==> config.mk <==
export PLATFORM = sky130hd
export DESIGN_NAME = prefix_len_decoder
export DESIGN_NICKNAME = d
export VERILOG_FILES = /design/src/rtl/lendec_pkg.sv /design/src/rtl/lendec_classify.sv /design/src/rtl/lendec_track.sv /design/src/rtl/prefix_len_decoder.sv
export SDC_FILE = /design/constraint.sdc
export NUM_CORES = 1
export LEC_CHECK = 0
export BUFFER_PORTS_ARGS = -buffer_cell sky130_fd_sc_hd__buf_4
export CAP_MARGIN = 20
export CORE_MARGIN = 1.5
export CORE_UTILIZATION = 57
export CTS_CLUSTER_SIZE = 30
export DETAILED_ROUTE_END_ITERATION = 10
export HOLD_SLACK_MARGIN = 0.05
export PLACE_DENSITY = 0.8
export SKIP_CTS_REPAIR_TIMING = 1
export SLEW_MARGIN = 10
export SYNTH_ARGS = -nofsm -noshare
export SYNTH_HDL_FRONTEND = slang
export SYNTH_SLANG_ARGS = --single-unit
==> constraint.sdc <==
create_clock -name clk_i -period 2.1 [get_ports clk_i]
set_input_delay 0.21 -clock clk_i [delete_from_list [all_inputs] [get_ports clk_i]]
set_output_delay 0.21 -clock clk_i [all_outputs]
set_load 0.005 [all_outputs]
==> src/rtl/lendec_pkg.sv <==
package lendec_pkg;
  localparam int PARCEL_W = 16;

  typedef enum logic [2:0] {
    K_BASE   = 3'd0,
    K_RUN    = 3'd1,
    K_MEMBER = 3'd2,
    K_GEN    = 3'd3,
    K_SHORT  = 3'd4,
    K_CONT   = 3'd5,
    K_BAD    = 3'd6
  } kind_e;

  // parcels taken by one immediate; code 7 is illegal and counts as absent
  function automatic logic [5:0] imm_parcels(input logic [2:0] code);
    case (code)
      3'd1, 3'd2: imm_parcels = 6'd1;
      3'd3:       imm_parcels = 6'd2;
      3'd4:       imm_parcels = 6'd4;
      3'd5:       imm_parcels = 6'd8;
      3'd6:       imm_parcels = 6'd16;
      default:    imm_parcels = 6'd0;
    endcase
  endfunction
endpackage

==> src/rtl/lendec_classify.sv <==
module lendec_classify
  import lendec_pkg::*;
#(
  parameter int LEN_W = 6,
  parameter int RUN_W = 8
) (
  input  logic [PARCEL_W-1:0] parcel_i,
  output kind_e               kind_o,
  output logic [LEN_W-1:0]    len_o,
  output logic                err_o,
  output logic [RUN_W-1:0]    run_cnt_o
);
  localparam int N_IMM = 2;

  logic [2:0] code [N_IMM];
  logic [5:0] ipar [N_IMM];
  logic [5:0] imm_sum;
  logic       bad_code;

  assign code[0] = parcel_i[5:3];
  assign code[1] = parcel_i[2:0];

  for (genvar g = 0; g < N_IMM; g++) begin : g_imm
    assign ipar[g] = imm_parcels(code[g]);
  end

  // two byte immediates pack into one parcel
  assign imm_sum  = (code[0] == 3'd1 && code[1] == 3'd1) ? 6'd1 : ipar[0] + ipar[1];
  assign bad_code = (code[0] == 3'd7) || (code[1] == 3'd7);

  always_comb begin
    kind_o    = K_BASE;
    len_o     = LEN_W'(2);
    err_o     = 1'b0;
    run_cnt_o = '0;
    if (parcel_i[15:12] == 4'hF) begin
      case (parcel_i[11:10])
        2'b00: begin
          kind_o    = K_RUN;
          len_o     = LEN_W'(1);
          run_cnt_o = RUN_W'(parcel_i[7:0]);
          err_o     = (parcel_i[7:0] == 8'd0);
        end
        2'b01: begin
          kind_o = K_GEN;
          len_o  = LEN_W'(3) + LEN_W'(parcel_i[8:6]) + LEN_W'(imm_sum);
          err_o  = bad_code;
        end
        2'b10: begin
          kind_o = K_SHORT;
          len_o  = LEN_W'(3);
        end
        default: begin
          kind_o = K_BAD;
          len_o  = LEN_W'(1);
          err_o  = 1'b1;
        end
      endcase
    end
  end
endmodule

==> src/rtl/lendec_track.sv <==
module lendec_track
  import lendec_pkg::*;
#(
  parameter int LEN_W = 6,
  parameter int RUN_W = 8
) (
  input  logic             clk_i,
  input  logic             rst_ni,
  input  logic             in_valid_i,
  output logic             in_ready_o,
  input  logic             out_ready_i,
  input  kind_e            cls_kind_i,
  input  logic [LEN_W-1:0] cls_len_i,
  input  logic             cls_err_i,
  input  logic [RUN_W-1:0] cls_run_i,
  output logic             out_valid_o,
  output logic             start_o,
  output logic             entry_o,
  output kind_e            kind_o,
  output logic [LEN_W-1:0] len_o,
  output logic             err_o
);
  logic [LEN_W-1:0] rem_q;
  logic [RUN_W-1:0] run_q;
  logic             take;
  logic             n_start, n_entry, n_err;
  kind_e            n_kind;
  logic [LEN_W-1:0] n_len;

  assign in_ready_o = !out_valid_o || out_ready_i;
  assign take       = in_valid_i && in_ready_o;

  always_comb begin
    n_start = 1'b0;
    n_entry = 1'b0;
    n_kind  = K_CONT;
    n_len   = '0;
    n_err   = 1'b0;
    if (rem_q != '0) begin
      n_kind = K_CONT;
    end else if (run_q != '0) begin
      n_start = 1'b1;
      n_kind  = K_MEMBER;
      n_len   = LEN_W'(1);
    end else begin
      n_start = 1'b1;
      n_entry = 1'b1;
      n_kind  = cls_kind_i;
      n_len   = cls_len_i;
      n_err   = cls_err_i;
    end
  end

  always_ff @(posedge clk_i or negedge rst_ni) begin
    if (!rst_ni) begin
      rem_q       <= '0;
      run_q       <= '0;
      out_valid_o <= 1'b0;
      start_o     <= 1'b0;
      entry_o     <= 1'b0;
      kind_o      <= K_BASE;
      len_o       <= '0;
      err_o       <= 1'b0;
    end else if (take) begin
      out_valid_o <= 1'b1;
      start_o     <= n_start;
      entry_o     <= n_entry;
      kind_o      <= n_kind;
      len_o       <= n_len;
      err_o       <= n_err;
      if (rem_q != '0)      rem_q <= rem_q - 1'b1;
      else if (run_q != '0) run_q <= run_q - 1'b1;
      else begin
        rem_q <= cls_len_i - 1'b1;
        run_q <= (cls_kind_i == K_RUN) ? cls_run_i : '0;
      end
    end else if (out_ready_i) begin
      out_valid_o <= 1'b0;
    end
  end

  p_hold_r1: assert property (@(posedge clk_i) disable iff (!rst_ni)
    out_valid_o && !out_ready_i |=> out_valid_o && $stable(kind_o) && $stable(len_o) && $stable(start_o));

  p_member_noentry_r3: assert property (@(posedge clk_i) disable iff (!rst_ni)
    out_valid_o && kind_o == K_MEMBER |-> start_o && !entry_o && len_o == LEN_W'(1));

  p_cont_quiet_r10: assert property (@(posedge clk_i) disable iff (!rst_ni)
    out_valid_o && !start_o |-> kind_o == K_CONT && len_o == '0 && !err_o && !entry_o);

  p_gen_len_r5: assert property (@(posedge clk_i) disable iff (!rst_ni)
    out_valid_o && kind_o == K_GEN |-> len_o >= LEN_W'(3));

  p_short_len_r8: assert property (@(posedge clk_i) disable iff (!rst_ni)
    out_valid_o && kind_o == K_SHORT |-> len_o == LEN_W'(3) && !err_o && entry_o);
endmodule

==> src/rtl/prefix_len_decoder.sv <==
module prefix_len_decoder
  import lendec_pkg::*;
#(
  parameter int LEN_W = 6,
  parameter int RUN_W = 8
) (
  input  logic                clk_i,
  input  logic                rst_ni,
  input  logic                in_valid_i,
  output logic                in_ready_o,
  input  logic [PARCEL_W-1:0] parcel_i,
  output logic                out_valid_o,
  input  logic                out_ready_i,
  output logic                start_o,
  output logic                entry_o,
  output logic [2:0]          kind_o,
  output logic [LEN_W-1:0]    len_o,
  output logic                err_o
);
  kind_e            cls_kind, trk_kind;
  logic [LEN_W-1:0] cls_len;
  logic             cls_err;
  logic [RUN_W-1:0] cls_run;

  lendec_classify #(.LEN_W(LEN_W), .RUN_W(RUN_W)) i_classify (
    .parcel_i  (parcel_i),
    .kind_o    (cls_kind),
    .len_o     (cls_len),
    .err_o     (cls_err),
    .run_cnt_o (cls_run)
  );

  lendec_track #(.LEN_W(LEN_W), .RUN_W(RUN_W)) i_track (
    .clk_i       (clk_i),
    .rst_ni      (rst_ni),
    .in_valid_i  (in_valid_i),
    .in_ready_o  (in_ready_o),
    .out_ready_i (out_ready_i),
    .cls_kind_i  (cls_kind),
    .cls_len_i   (cls_len),
    .cls_err_i   (cls_err),
    .cls_run_i   (cls_run),
    .out_valid_o (out_valid_o),
    .start_o     (start_o),
    .entry_o     (entry_o),
    .kind_o      (trk_kind),
    .len_o       (len_o),
    .err_o       (err_o)
  );

  assign kind_o = trk_kind;
endmodule

# ---- After elaboration in Yosys (flattened, before gate mapping)
# Index checks and enable logic that the tools add are counted.
dict set report totals {
  latch_bits 0
  romBits 0
  memories 0
  reg_bits 27
  ramBits 0
  in_bits 20
  elab_cells 74
  output_inout_bits 14
}
dict set report classes {
  magnitude_cmp 0
  multipliers 0
  eq_ne 19
  bitwise_logic 1
  div 0
  n_addsub 6
  mux 26
  reduce_logical 14
  shift 0
}
# operator count
set ops {}
lappend ops {{case mux 5 bit (5 select lines)} 2}
lappend ops {{2-to-1 mux 6 bit} 6}
lappend ops {{2-to-1 mux 8 bit} 4}
lappend ops {{== test 3 bit (second input constant)} 8}
lappend ops {{== test 3 x 2 -> 1 bit (second input constant)} 4}
lappend ops {{case mux 6 bit (2 select lines)} 1}
lappend ops {{subtractor 6 x 1 -> 6 bit (second input constant)} 2}
lappend ops {{== test 3 x 1 -> 1 bit (second input constant)} 3}
lappend ops {{2-to-1 mux 3 bit} 3}
lappend ops {{case mux 3 bit (3 select lines)} 1}
lappend ops {{logical NOT 8 bit} 1}
lappend ops {{2-to-1 mux 1 bit} 8}
lappend ops {{nonzero test 8 bit} 1}
lappend ops {{subtractor 8 x 1 -> 8 bit (second input constant)} 1}
lappend ops {{adder 5 x 5 -> 6 bit} 1}
lappend ops {{adder 6 bit} 1}
lappend ops {{nonzero test 6 bit} 1}
lappend ops {{adder 2 x 3 -> 4 bit (first input constant)} 1}
lappend ops {{== test 4 bit (second input constant)} 1}
lappend ops {{AND reduction 2 bit} 2}
lappend ops {{OR reduction 2 bit} 2}
lappend ops {{case mux 1 bit (3 select lines)} 1}
lappend ops {{== test 2 x 1 -> 1 bit (second input constant)} 1}
lappend ops {{== test 2 bit (second input constant)} 1}
lappend ops {{7 further kinds} 9}

# ---- Logic depth before layout (Yosys ltp)
# Gate-level depths: netlist of run 1.
dict set report logic_depth {
  word_depth 11
  ltp_mapped 15
  depth_no_buf 14
}

# ---- Modules after synthesis
# Synthesis of run 1 repeated with hierarchy kept, for this count alone.
dict set report hier_totals {
  cells_unflattened 271
  hier_area_um2 2321.0
}
# module instances area_each_um2 cells_each
set modules_own_cells {}
lappend modules_own_cells {lendec_track 1 1502.7 156}
lappend modules_own_cells {lendec_classify 1 818.3 115}

# ---- Worst setup path after synthesis of run 1
# OpenSTA, ideal clock, no wires.
dict set report synth_path {
  kind {input to register}
  from {input port parcel_i[0]}
  to {register i_track.rem_q[4]}
  stages 15
  arrival_ns 3.094
  path_buffers 1
  path_slack_ns -1.136
  cell_sequence {clkbuf_1 xnor2_1 nor2_1 ha_1 fa_1 and2_1 fa_1 a21o_1 a21boi_0 nor2_1 nor2_1 ha_1 nor4b_1 a21boi_0 a211oi_1}
}
dict set report synth_between {
  elab_chain_len 11
  word_cells_on_any_way 17
  cone_classes {3 x add/sub; 6 x eq/ne; 6 x mux; 2 x reduce/logical}
}
# element line_no
set synth_rtl {}
lappend synth_rtl {{start, declared} prefix_len_decoder.sv:11} ;# input logic [PARCEL_W-1:0] parcel_i,
lappend synth_rtl {{== test 3 x 2 -> 1 bit or == test 3 x 1 -> 1 bit (tied branches)} {lendec_pkg.sv:16, lendec_classify.sv:28}}
lappend synth_rtl {{OR reduction 2 bit} lendec_pkg.sv:16} ;# case (code)
lappend synth_rtl {{case mux 5 bit (5 select lines)} lendec_pkg.sv:16}
lappend synth_rtl {{adder 5 x 5 -> 6 bit} lendec_classify.sv:28} ;# assign imm_sum = (code[0] == 3'd1 && code[1] == 3'd1) ? 6'd1 : ipar[0] + ipar[1];
lappend synth_rtl {{2-to-1 mux 6 bit *} lendec_classify.sv:28}
lappend synth_rtl {{adder 6 bit *} lendec_classify.sv:46} ;# len_o = LEN_W'(3) + LEN_W'(parcel_i[8:6]) + LEN_W'(imm_sum);
lappend synth_rtl {{case mux 6 bit (2 select lines) *} lendec_classify.sv:37} ;# case (parcel_i[11:10])
lappend synth_rtl {{2-to-1 mux 6 bit *} lendec_classify.sv:36} ;# if (parcel_i[15:12] == 4'hF) begin
lappend synth_rtl {{subtractor 6 x 1 -> 6 bit *} lendec_track.sv:74} ;# rem_q <= cls_len_i - 1'b1;
lappend synth_rtl {{2-to-1 mux 6 bit *} lendec_track.sv:72} ;# else if (run_q != '0) run_q <= run_q - 1'b1;
lappend synth_rtl {{2-to-1 mux 6 bit *} lendec_track.sv:71} ;# if (rem_q != '0) rem_q <= rem_q - 1'b1;
lappend synth_rtl {{end signal, assigned} lendec_track.sv:71}
lappend synth_rtl {{end signal, assigned} lendec_track.sv:74}
lappend synth_rtl {{end, declared} lendec_track.sv:23} ;# logic [LEN_W-1:0] rem_q;
# Every way passes the cells marked *; elsewhere a longest branch is shown, timed or not. The select of a mux whose other input is x is not followed.
# A chain may end at the register's enable or synchronous reset.

# ---- Final worst setup path of run 1
dict set report layout_path {
  from {input port parcel_i[3]}
  to {register i_track.rem_q[4]}
}
# Same word-level chain as after synthesis.

==> flow_summary.json, run 1 <==
{
  "ant_nets": 0,
  "fillCellCount": 184,
  "pwr-share-seq_pct": 35.3,
  "path_max_fanout": 8,
  "synth_enable_flop_cells": 0,
  "critPathCaptureType": "flop",
  "crit_path_start_kind": "input port",
  "maxSlewViolCount": 0,
  "max_freq_mhz": 361,
  "ys_types": 52,
  "min_period_ns": 2.77,
  "crit_end": "i_track.rem_q[4]",
  "powerDensity_nw_per_um2": 779,
  "ys_warn_count": 0,
  "tns_ns": -3.92,
  "cap_violations": 0,
  "tightest_slew_ns": 0.678,
  "async_flop_share_pct": 100,
  "first_global_vias": 1980,
  "detail_route.first_pass.iterations": 5,
  "netlist_top_cells_count": "dfrtp_1, nand2_1, nor2_1, ha_1, a21oi_1",
  "outcome": "complete, but fails checks",
  "ioPinCount": 34,
  "synth_cells": 243,
  "swShare_pct": 39.2,
  "die_x_microns": 63.6,
  "fin_nets": 358,
  "synth-seq-cells": 27,
  "fin_area_sq_um": 2970,
  "p_int_w": 0.00141,
  "grt_start_max_net_pins": 28,
  "crit_required_ns": 2.29,
  "worstSetupStartpoint": "parcel_i[3]",
  "dr_total_vias": 2224,
  "synthToLayoutAreaGrowth_pct": 41.9,
  "power_frac_clock_pct": 13.4,
  "drt_iter0_markers": 283,
  "avgSynthCellArea_sq_um": 8.62,
  "p_total_w": 0.00232,
  "min_path_cells": 2,
  "finalHoldViolCount": 0,
  "syn_nets": 284,
  "arrival_ns": 2.96,
  "grt_pass1_wl_microns": 8860,
  "timing.rr.start": "i_track.rem_q[2]",
  "p_sw_w": 0.000908,
  "peakVddDrop_v": 0.000520,
  "dieArea_sq_um": 4050,
  "hpwlAfterDp_microns": 4090,
  "tritoncts": "yes",
  "drive_gt1_share_pct": 37.7,
  "rows": 21,
  "start_util_pct": 60.9,
  "setup_ws_ns": -0.669,
  "min_period_over_period_pct": 132,
  "coreArea_sq_um": 3440,
  "clockBufferDepth": 2,
  "max-slew-margin-rel_pct": 54.5,
  "regToRegSetupSlack_ns": -0.36,
  "overflow": 0,
  "yosysTopAreaCellShare_pct": 32.3,
  "ff_latch_area_sq_um": 676,
  "p_comb_share_pct": 51.3,
  "io_buffers": 32,
  "gp_congestion": 0.848,
  "cts_root_buf": "clkbuf_8",
  "p_leak_nw": 1.40,
  "clk_pin_slew_ns": 0.09,
  "drc": 0,
  "synth.most_common_cell": "dfrtp_1",
  "synth_top_flop_cell": "dfrtp_1",
  "fin_util_pct": 86.4,
  "cts_sinks": 27,
  "worstSetupPathType": "in2reg",
  "wl_per_cell_microns": 17.7,
  "hold_start": "in_valid_i",
  "grt_usage_pct": 27.6,
  "yosysSeqAreaShare_pct": 32.3,
  "via_per_inst": 6.14,
  "synth_top_cell_by_area": "dfrtp_1",
  "diodes": 0,
  "synth_area_leaders": "dfrtp_1, ha_1, nand2_1, nor2_1, a21oi_1",
  "clock_latency_ns": 0.28,
  "antenna_found_initial": 0,
  "hold_path_class": "in2reg",
  "rsz0062_at_grt": "true",
  "netlist_area_sq_um": 2090,
  "violations": "negative setup slack",
  "ctsHtreeMaxLevel": 1,
  "setup_viol": 10,
  "route.final.wire_length_microns": 6400,
  "dpl_cell_area_sq_um": 2720,
  "fin_worst_skew_ns": 0.0107,
  "tritoncts.num_buffers": 3,
  "r2r_end": "i_track.rem_q[4]",
  "die_h_microns": 63.6,
  "multiInputGateArea_sq_um": 1520,
  "reg2reg_depth": 7
}
## metrics by stage
| step | hold WS (ns) | instances | setup WS, ns |
|---|---|---|---|
| finish | 0.141 | 362 | -0.669 |
| global route | 0.141 | 362 | -0.849 |
| CTS | -0.159 | 357 | -0.799 |
| detailed placement | 0.141 | 353 | -1.07 |
| global placement | 0.138 | 353 | -0.902 |
| floorplan | -0.0856 | 243 | -0.843 |
## how the worst min path moves through the flow
stage	end	slack, ns
6_report	i_track.out_valid_o	0.14
5_1_grt	i_track.out_valid_o	0.14
4_1_cts	i_track.run_q[3]	-0.16
3_5_place_dp	i_track.run_q[3]	0.14
3_3_place_gp	i_track.run_q[3]	0.14
2_1_floorplan	i_track.entry_o	-0.09
## layer usage
metal | GRT usage (%) | wire, microns
met2 | 46.3 | 3150
met5 | 0 | 0
met1 | 36.2 | 2590
met4 | 8.70 | 150
met3 | 4.46 | 504
## logic make-up (layout without fill, tap and decap cells)
family          after synthesis  in the layout  share of synthesized area (%)
buf+inv                      22             95                           4.36
fa+ha+maj                    21             21                           13.3
mux                           1              1                          0.478
compound gates               69             69                           22.2
simple gates                 94             94                           23.7
xor+xnor                      9              9                           3.76
flops                        27             27                           32.3
## power groups by stage
stage	Sequential [W]	Clock [W]	Combinational [W]
floorplan	0.000803	0	0.000607
global placement	0.000816	0	0.000942
detailed placement	0.000818	0	0.000976
CTS	0.000806	0.000306	0.000986
global route	0.000833	0.000332	0.00128
finish	0.000818	0.000310	0.00119
## layout by cell type, fill, tap and decap left out, types with 2 or more instances in the layout
| cell type | synthesis | routed |
|---|---|---|
| nand2_1 | 23 | 22 |
| and2_1 | 4 | 3 |
| a221oi_1 | 2 | 2 |
| and3b_1 | 3 | 2 |
| buf_4 | 2 | 73 |
| a21oi_1 | 14 | 11 |
| ha_2 | 0 | 2 |
| a21o_1 | 5 | 5 |
| o41ai_1 | 3 | 2 |
| a21oi_2 | 0 | 3 |
| nand3_1 | 8 | 7 |
| o22ai_1 | 2 | 2 |
| nor2_1 | 21 | 15 |
| a211oi_1 | 5 | 4 |
| nand2b_1 | 3 | 3 |
| or2_2 | 2 | 2 |
| o21a_1 | 2 | 2 |
| nor3b_1 | 5 | 4 |
| o21ai_0 | 13 | 11 |
| a22o_1 | 4 | 4 |
| ha_4 | 0 | 2 |
| nor3_1 | 11 | 11 |
| a21boi_2 | 0 | 2 |
| dfrtp_1 | 27 | 27 |
| inv_1 | 11 | 11 |
| ha_1 | 19 | 15 |
| o21ai_1 | 5 | 7 |
| xnor2_1 | 6 | 4 |
| buf_6 | 0 | 5 |
| clkbuf_8 | 0 | 3 |
| nand2_2 | 1 | 2 |
| xor2_1 | 3 | 2 |
| nor2b_1 | 3 | 3 |
| nor2_2 | 0 | 5 |
| xnor2_4 | 0 | 2 |
## critical path: stages
cell and delay, ns:
buf_6 0.11, buf_4 0.16, nor3b_1 0.25, ha_1 0.34
o21ai_0 0.20, o21ba_2 0.20, nor3_1 0.15, ha_1 0.30
a21boi_4 0.17, o31ai_2 0.26, buf_4 0.19, nor4b_4 0.05
a21boi_2 0.16, a211oi_1 0.20
## flip-flops by register name, summed over array words and instances (netlist names)
name                 flops
i_track.len_o            6
i_track.entry_o          1
i_track.start_o          1
i_track.rem_q            6
i_track.out_valid_o      1
i_track.run_q            8
i_track.err_o            1
i_track.kind_o           3
## final cells by class
cell class / count / share of cell area (%)
inverters: 11 / 1.39
multi-input cells: 194 / 51.3
well taps: 46 / 1.94
repair buffers: 80 / 21.2
flip-flops and latches: 27 / 22.7
clock buffers: 4 / 1.52
No activity file was read; power rests on OpenSTA's default activity.
==> run 2: changes to the inputs <==
--- a/config.mk
+++ b/config.mk
@@ -8,13 +8,14 @@
 export BUFFER_PORTS_ARGS = -buffer_cell sky130_fd_sc_hd__buf_4
 export CAP_MARGIN = 20
 export CORE_MARGIN = 1.5
-export CORE_UTILIZATION = 57
+export CORE_UTILIZATION = 58
 export CTS_CLUSTER_SIZE = 30
 export DETAILED_ROUTE_END_ITERATION = 10
 export HOLD_SLACK_MARGIN = 0.05
-export PLACE_DENSITY = 0.8
+export PLACE_DENSITY = 0.81
 export SKIP_CTS_REPAIR_TIMING = 1
 export SLEW_MARGIN = 10
 export SYNTH_ARGS = -nofsm -noshare
 export SYNTH_HDL_FRONTEND = slang
+export SYNTH_HIERARCHICAL = 1
 export SYNTH_SLANG_ARGS = --single-unit
==> flow_summary.json, run 2 <==
{
  "multiInputGateArea_sq_um": 1610,
  "cts_sinks": 27,
  "critPathCaptureType": "flop",
  "grt_start_max_net_pins": 28,
  "min_period_ns": 3.09,
  "swShare_pct": 41.6,
  "peakVddDrop_v": 0.000632,
  "route.final.wire_length_microns": 5990,
  "synthToLayoutAreaGrowth_pct": 30.9,
  "p_sw_w": 0.000916,
  "min_period_over_period_pct": 147,
  "p_comb_share_pct": 49.6,
  "clk_pin_slew_ns": 0.11,
  "overflow": 0,
  "drive_gt1_share_pct": 36.3,
  "largest_reg_flops": 8,
  "cp_num_buf_inv": 1,
  "max_freq_mhz": 324,
  "power_frac_clock_pct": 14.3,
  "r2r_end": "i_track/rem_q[2]",
  "coreArea_sq_um": 3740,
  "path_delay_family": "adder cells",
  "tightest_slew_ns": 0.474,
  "largest_register": "i_track/run_q",
  "p_leak_nw": 1.45,
  "start_util_pct": 62.0,
  "synth_compound_area_share_pct": 21.0,
  "outcome": "complete, but fails checks",
  "path_max_fanout": 2,
  "violations": "negative setup slack",
  "ys_types": 61,
  "gp_congestion": 0.989,
  "worstSetupPathType": "in2reg",
  "tns_ns": -6.36,
  "finalHoldViolCount": 0,
  "pwr-share-seq_pct": 36.1,
  "fin_nets": 379,
  "synth-seq-cells": 27,
  "ys_warn_count": 6,
  "crit_chain": "buf_4 > xnor2_2 > nor2_1 > ha_2 > fa_2 > xnor2_1 > nor2_1 > ha_1 > ha_1 > a21o_1 > a21oi_2 > o31a_1 > nor3_2 > nor3_2 > nand4b_1 > o32ai_2 > a31oi_1 > o21ai_1",
  "synth_enable_flop_cells": 0,
  "min_to": "i_track/out_valid_o",
  "maxSlewViolCount": 0,
  "syn_nets": 310,
  "ant_nets": 0,
  "synth.most_common_cell": "nor2_1",
  "synthAdderAreaFrac_pct": 10.9,
  "synthSimpleGateAreaFrac_pct": 29.1,
  "hold_start": "in_valid_i",
  "grt_pass1_wl_microns": 9580,
  "powerDensity_nw_per_um2": 724,
  "ff_latch_area_sq_um": 676,
  "synth_top_family_by_area": "simple AND/OR/NAND/NOR gates",
  "max-slew-margin-rel_pct": 67.6,
  "setup_ws_ns": -0.991,
  "yosysTopAreaCellShare_pct": 29.1,
  "dr_total_vias": 2319,
  "netlist_top_cells_count": "nor2_1, dfrtp_1, nand2_1, o21ai_0, a21oi_1",
  "crit_path_start_kind": "input port",
  "cap_violations": 0,
  "clock_latency_ns": 0.28,
  "fin_worst_skew_ns": 0.0141,
  "reg.largest.list": "i_track/run_q: 8 flops, i_track/len_o: 6 flops, i_track/rem_q: 6 flops",
  "min_path_cells": 2,
  "final_common_cell": "buf_4",
  "yosysSeqAreaShare_pct": 29.1,
  "ioPinCount": 34,
  "async_flop_share_pct": 100,
  "muxShareOfSynthArea_pct": 0.970,
  "die_h_microns": 66.3,
  "io_buffers": 32,
  "synth_top_cell_by_area": "dfrtp_1",
  "rows": 22,
  "via_per_inst": 5.99,
  "timing.rr.start": "i_track/rem_q[3]",
  "rsz0062_at_grt": "true",
  "clockBufferDepth": 2,
  "tritoncts.num_buffers": 3,
  "hold_path_class": "in2reg",
  "mostFrequentLayoutCells": "buf_4, dfrtp_1, nor2_1, nand2_1, o21ai_0",
  "dieArea_sq_um": 4390,
  "fillCellCount": 257,
  "arrival_ns": 3.29,
  "wl_per_cell_microns": 15.5,
  "cts_root_buf": "clkbuf_8",
  "synth-xor-area-share_pct": 1.89,
  "antenna_found_initial": 0,
  "setup_viol": 10,
  "diodes": 0,
  "synth_area_leaders": "dfrtp_1, ha_1, nor2_1, o21ai_0, nand2_1",
  "die_x_microns": 66.3,
  "hpwlAfterDp_microns": 4550,
  "first_global_vias": 2069,
  "tritoncts": "yes",
  "synth_top_flop_cell": "dfrtp_1",
  "fin_util_pct": 81.2,
  "netlist_area_sq_um": 2320,
  "hold_ws_ns": 0.164,
  "ctsHtreeMaxLevel": 1,
  "grt_usage_pct": 27.7,
  "avgSynthCellArea_sq_um": 8.56,
  "detail_route.first_pass.iterations": 7,
  "slowest_stage": "fa_2",
  "p_int_w": 0.00129,
  "worst_path_largest_cell_delay_ns": 0.39,
  "crit_required_ns": 2.30,
  "reg2reg_depth": 8,
  "regToRegSetupSlack_ns": 0.03,
  "dp_slack_ns": -1.18,
  "drc": 0,
  "drt_iter0_markers": 240,
  "synth_cells": 271
}
[run 2: worst max path at each step]
stage / startpoint / endpoint / slack, ns / cells past startpoint
finish: parcel_i[4] / i_track/rem_q[4] / -0.99 / 18
global route: parcel_i[0] / i_track/rem_q[4] / -1.14 / 18
CTS: parcel_i[3] / i_track/rem_q[4] / -0.91 / 18
detailed placement: parcel_i[3] / i_track/rem_q[4] / -1.18 / 18
global placement: parcel_i[3] / i_track/rem_q[5] / -1.10 / 17
floorplan: parcel_i[3] / i_track/rem_q[5] / -0.93 / 17
[run 2: final cells by class]
type	instances	area share, %
Sequential cell	27	22.2
Clock buffer	3	1.36
Multi-Input combinational cell	218	52.8
Clock inverter	1	0.288
Timing Repair Buffer	77	19.7
Inverter	13	1.61
Tap cell	48	1.98
[run 2: logic make-up after synthesis]
| family | count (synthesis) |
|---|---|
| AND/OR/NAND/NOR | 117 |
| adder cells (fa/ha/maj) | 19 |
| buffers and inverters | 26 |
| multiplexers | 2 |
| AO/OA/AOI/OAI | 75 |
| XOR/XNOR | 5 |
| flip-flops | 27 |
[run 2: through the flow]
step / std cells / area [sq um] / total power, W
floorplan: 271 / 2410 / 0.00152
finish: 387 / 3040 / 0.00220
detailed placement: 379 / 2880 / 0.00180
CTS: 383 / 2930 / 0.00212
global route: 387 / 3040 / 0.00237
global placement: 379 / 2880 / 0.00176
[run 2: power groups by stage]
| stage | registers (W) | logic [W] | clock network [W] |
|---|---|---|---|
| 3_3_place_gp | 0.000788 | 0.000967 | 0 |
| 3_5_place_dp | 0.000798 | 0.00101 | 0 |
| 2_1_floorplan | 0.000770 | 0.000745 | 0 |
| 4_1_cts | 0.000787 | 0.00101 | 0.000325 |
| 6_report | 0.000795 | 0.00109 | 0.000314 |
| 5_1_grt | 0.000809 | 0.00121 | 0.000355 |
[run 2: metal layers]
metal  up-vias  part of all wire, %  GRT usage (%)
met1      1073                   41           37.3
met2       109                   50           47.9
li1       1114                    -              -
met4         0                  1.8           5.61
met3        23                  6.4           2.56
met5         -                    0              0
==> run 3: changes to the inputs <==
==> constraint.sdc (replaced) <==
create_clock -name clk_i -period 2.1 [get_ports clk_i]
set_input_delay 0.105 -clock clk_i [delete_from_list [all_inputs] [get_ports clk_i]]
set_output_delay 0.105 -clock clk_i [all_outputs]
set_load 0.005 [all_outputs]
==> flow_summary.json, run 3 (synthesized netlist as in run 2, its figures left out) <==
{
  "synthToLayoutAreaGrowth_pct": 31.9,
  "mostFrequentLayoutCells": "buf_4, dfrtp_1, nor2_1, nand2_1, o21ai_0",
  "clk_pin_slew_ns": 0.10,
  "max-slew-margin-rel_pct": 65.9,
  "final_common_cell": "buf_4",
  "fin_worst_skew_ns": 0.0121,
  "start_util_pct": 62.0,
  "outcome": "complete, but fails checks",
  "critPathCaptureType": "flop",
  "final_cells": 388,
  "clock_latency_ns": 0.28,
  "die_h_microns": 66.3,
  "cap_violations": 0,
  "drc": 0,
  "rsz0062_at_grt": "true",
  "worst_path_largest_cell_delay_ns": 0.52,
  "tritoncts": "yes",
  "hpwlAfterDp_microns": 4680,
  "peakVddDrop_v": 0.000643,
  "cp_num_buf_inv": 3,
  "dieArea_sq_um": 4390,
  "rows": 22,
  "powerDensity_nw_per_um2": 732,
  "grt_start_max_net_pins": 28,
  "grt_pass1_wl_microns": 9790,
  "largest_reg_flops": 8,
  "cts_root_buf": "clkbuf_8",
  "min_period_over_period_pct": 143,
  "route.final.wire_length_microns": 6170,
  "violations": "negative setup slack",
  "ctsHtreeMaxLevel": 1,
  "setup_viol": 9,
  "diodes": 0,
  "coreArea_sq_um": 3740,
  "reg.largest.list": "i_track/run_q: 8 flops, i_track/len_o: 6 flops, i_track/rem_q: 6 flops",
  "overflow": 0,
  "dp.cells": 377,
  "min_to": "i_track/out_valid_o",
  "gp_congestion": 0.998,
  "slowest_stage": "fa_2",
  "drt_iter0_markers": 228,
  "path_max_fanout": 4,
  "clockBufferDepth": 2,
  "ant_nets": 0,
  "tightest_slew_ns": 0.498,
  "min_path_cells": 3,
  "finalHoldViolCount": 0,
  "io_buffers": 32,
  "fin_nets": 380,
  "max_freq_mhz": 334,
  "path_delay_family": "adder cells",
  "timing.rr.start": "i_track/rem_q[3]",
  "crit_path_start_kind": "input port",
  "min_period_ns": 2.99,
  "hold_start": "out_ready_i",
  "die_x_microns": 66.3,
  "detail_route.first_pass.iterations": 5,
  "maxSlewViolCount": 0,
  "fillCellCount": 236,
  "wl_per_cell_microns": 15.9,
  "reg2reg_depth": 8,
  "regToRegSetupSlack_ns": 0.05,
  "setup_ws_ns": -0.895,
  "cts_sinks": 27,
  "drive_gt1_share_pct": 36.8,
  "grt_usage_pct": 28.4,
  "p_leak_nw": 1.46,
  "arrival_ns": 3.21,
  "hold_path_class": "in2reg",
  "tritoncts.num_buffers": 3,
  "worstSetupPathType": "in2reg",
  "via_per_inst": 6.13,
  "r2r_end": "i_track/rem_q[2]",
  "largest_register": "i_track/run_q",
  "ioPinCount": 34,
  "p_total_w": 0.00224,
  "first_global_vias": 2190,
  "dr_total_vias": 2378,
  "antenna_found_initial": 0,
  "crit_chain": "buf_4 > xnor2_2 > nor2_1 > ha_2 > fa_2 > nand2b_1 > ha_1 > inv_2 > ha_4 > fa_2 > buf_4 > xnor2_2 > nor2_2 > nor2_1 > nand3b_1 > xnor2_1 > nand2_1 > nand2_1",
  "crit_required_ns": 2.31
}
run 3: layout make-up:
class,count,area [sq um],area share (%)
inverters,13,48.8,1.59
clock buffers,3,41.3,1.35
clock inverters,1,8.76,0.286
repair buffers,78,613,20.0
multi-input cells,218,1610,52.7
flip-flops and latches,27,676,22.1
well taps,48,60.1,1.96
run 3: layer usage:
metal / track usage [%] / vias up / wire length (microns)
met3: 3.24 / 18 / 330
met1: 35.6 / 1128 / 2560
li1: - / 1120 / -
met2: 50.2 / 112 / 3140
met4: 9.44 / 0 / 136
met5: 0 / - / 0
run 3: worst max-delay path by stage:
stage                      startpoint               end  depth (start not counted)
after floorplan           parcel_i[3]  i_track/rem_q[5]                         17
after global placement    parcel_i[3]  i_track/rem_q[5]                         17
after detailed placement  parcel_i[1]  i_track/rem_q[5]                         17
after CTS                 parcel_i[1]  i_track/rem_q[5]                         17
after global routing      parcel_i[0]  i_track/rem_q[5]                         18
final                     parcel_i[0]  i_track/rem_q[5]                         18
run 3: through the flow:
stage | instance area [sq um] | setup TNS [ns] | util [%] | hold WS (ns) | setup WS [ns]
2_1_floorplan | 2410 | -5.47 | - | -0.191 | -0.828
3_3_place_gp | 2870 | -6.92 | 76.6 | 0.0308 | -0.996
3_5_place_dp | 2870 | -7.82 | 76.6 | 0.0337 | -1.09
4_1_cts | 2920 | -4.99 | 77.9 | -0.281 | -0.858
5_1_grt | 3060 | -6.05 | 81.8 | 0.216 | -1.00
6_report | 3060 | -5.37 | 81.8 | 0.200 | -0.895
run 3: power by group:
part | total, W | internal, W | switching [W]
clock | 0.000313 | 0.000139 | 0.000173
combinational | 0.00113 | 0.000511 | 0.000619
sequential | 0.000798 | 0.000643 | 0.000154
run 3: worst reg2reg max path, stage by stage, from the launching register on:
cell and delay, ns:
dfrtp_1 0.43, nor3_2 0.31, and2_1 0.34, a21oi_1 0.14, ha_2 0.23, buf_4 0.16, nor4b_4 0.20, a31oi_1 0.06
o21ai_1 0.12
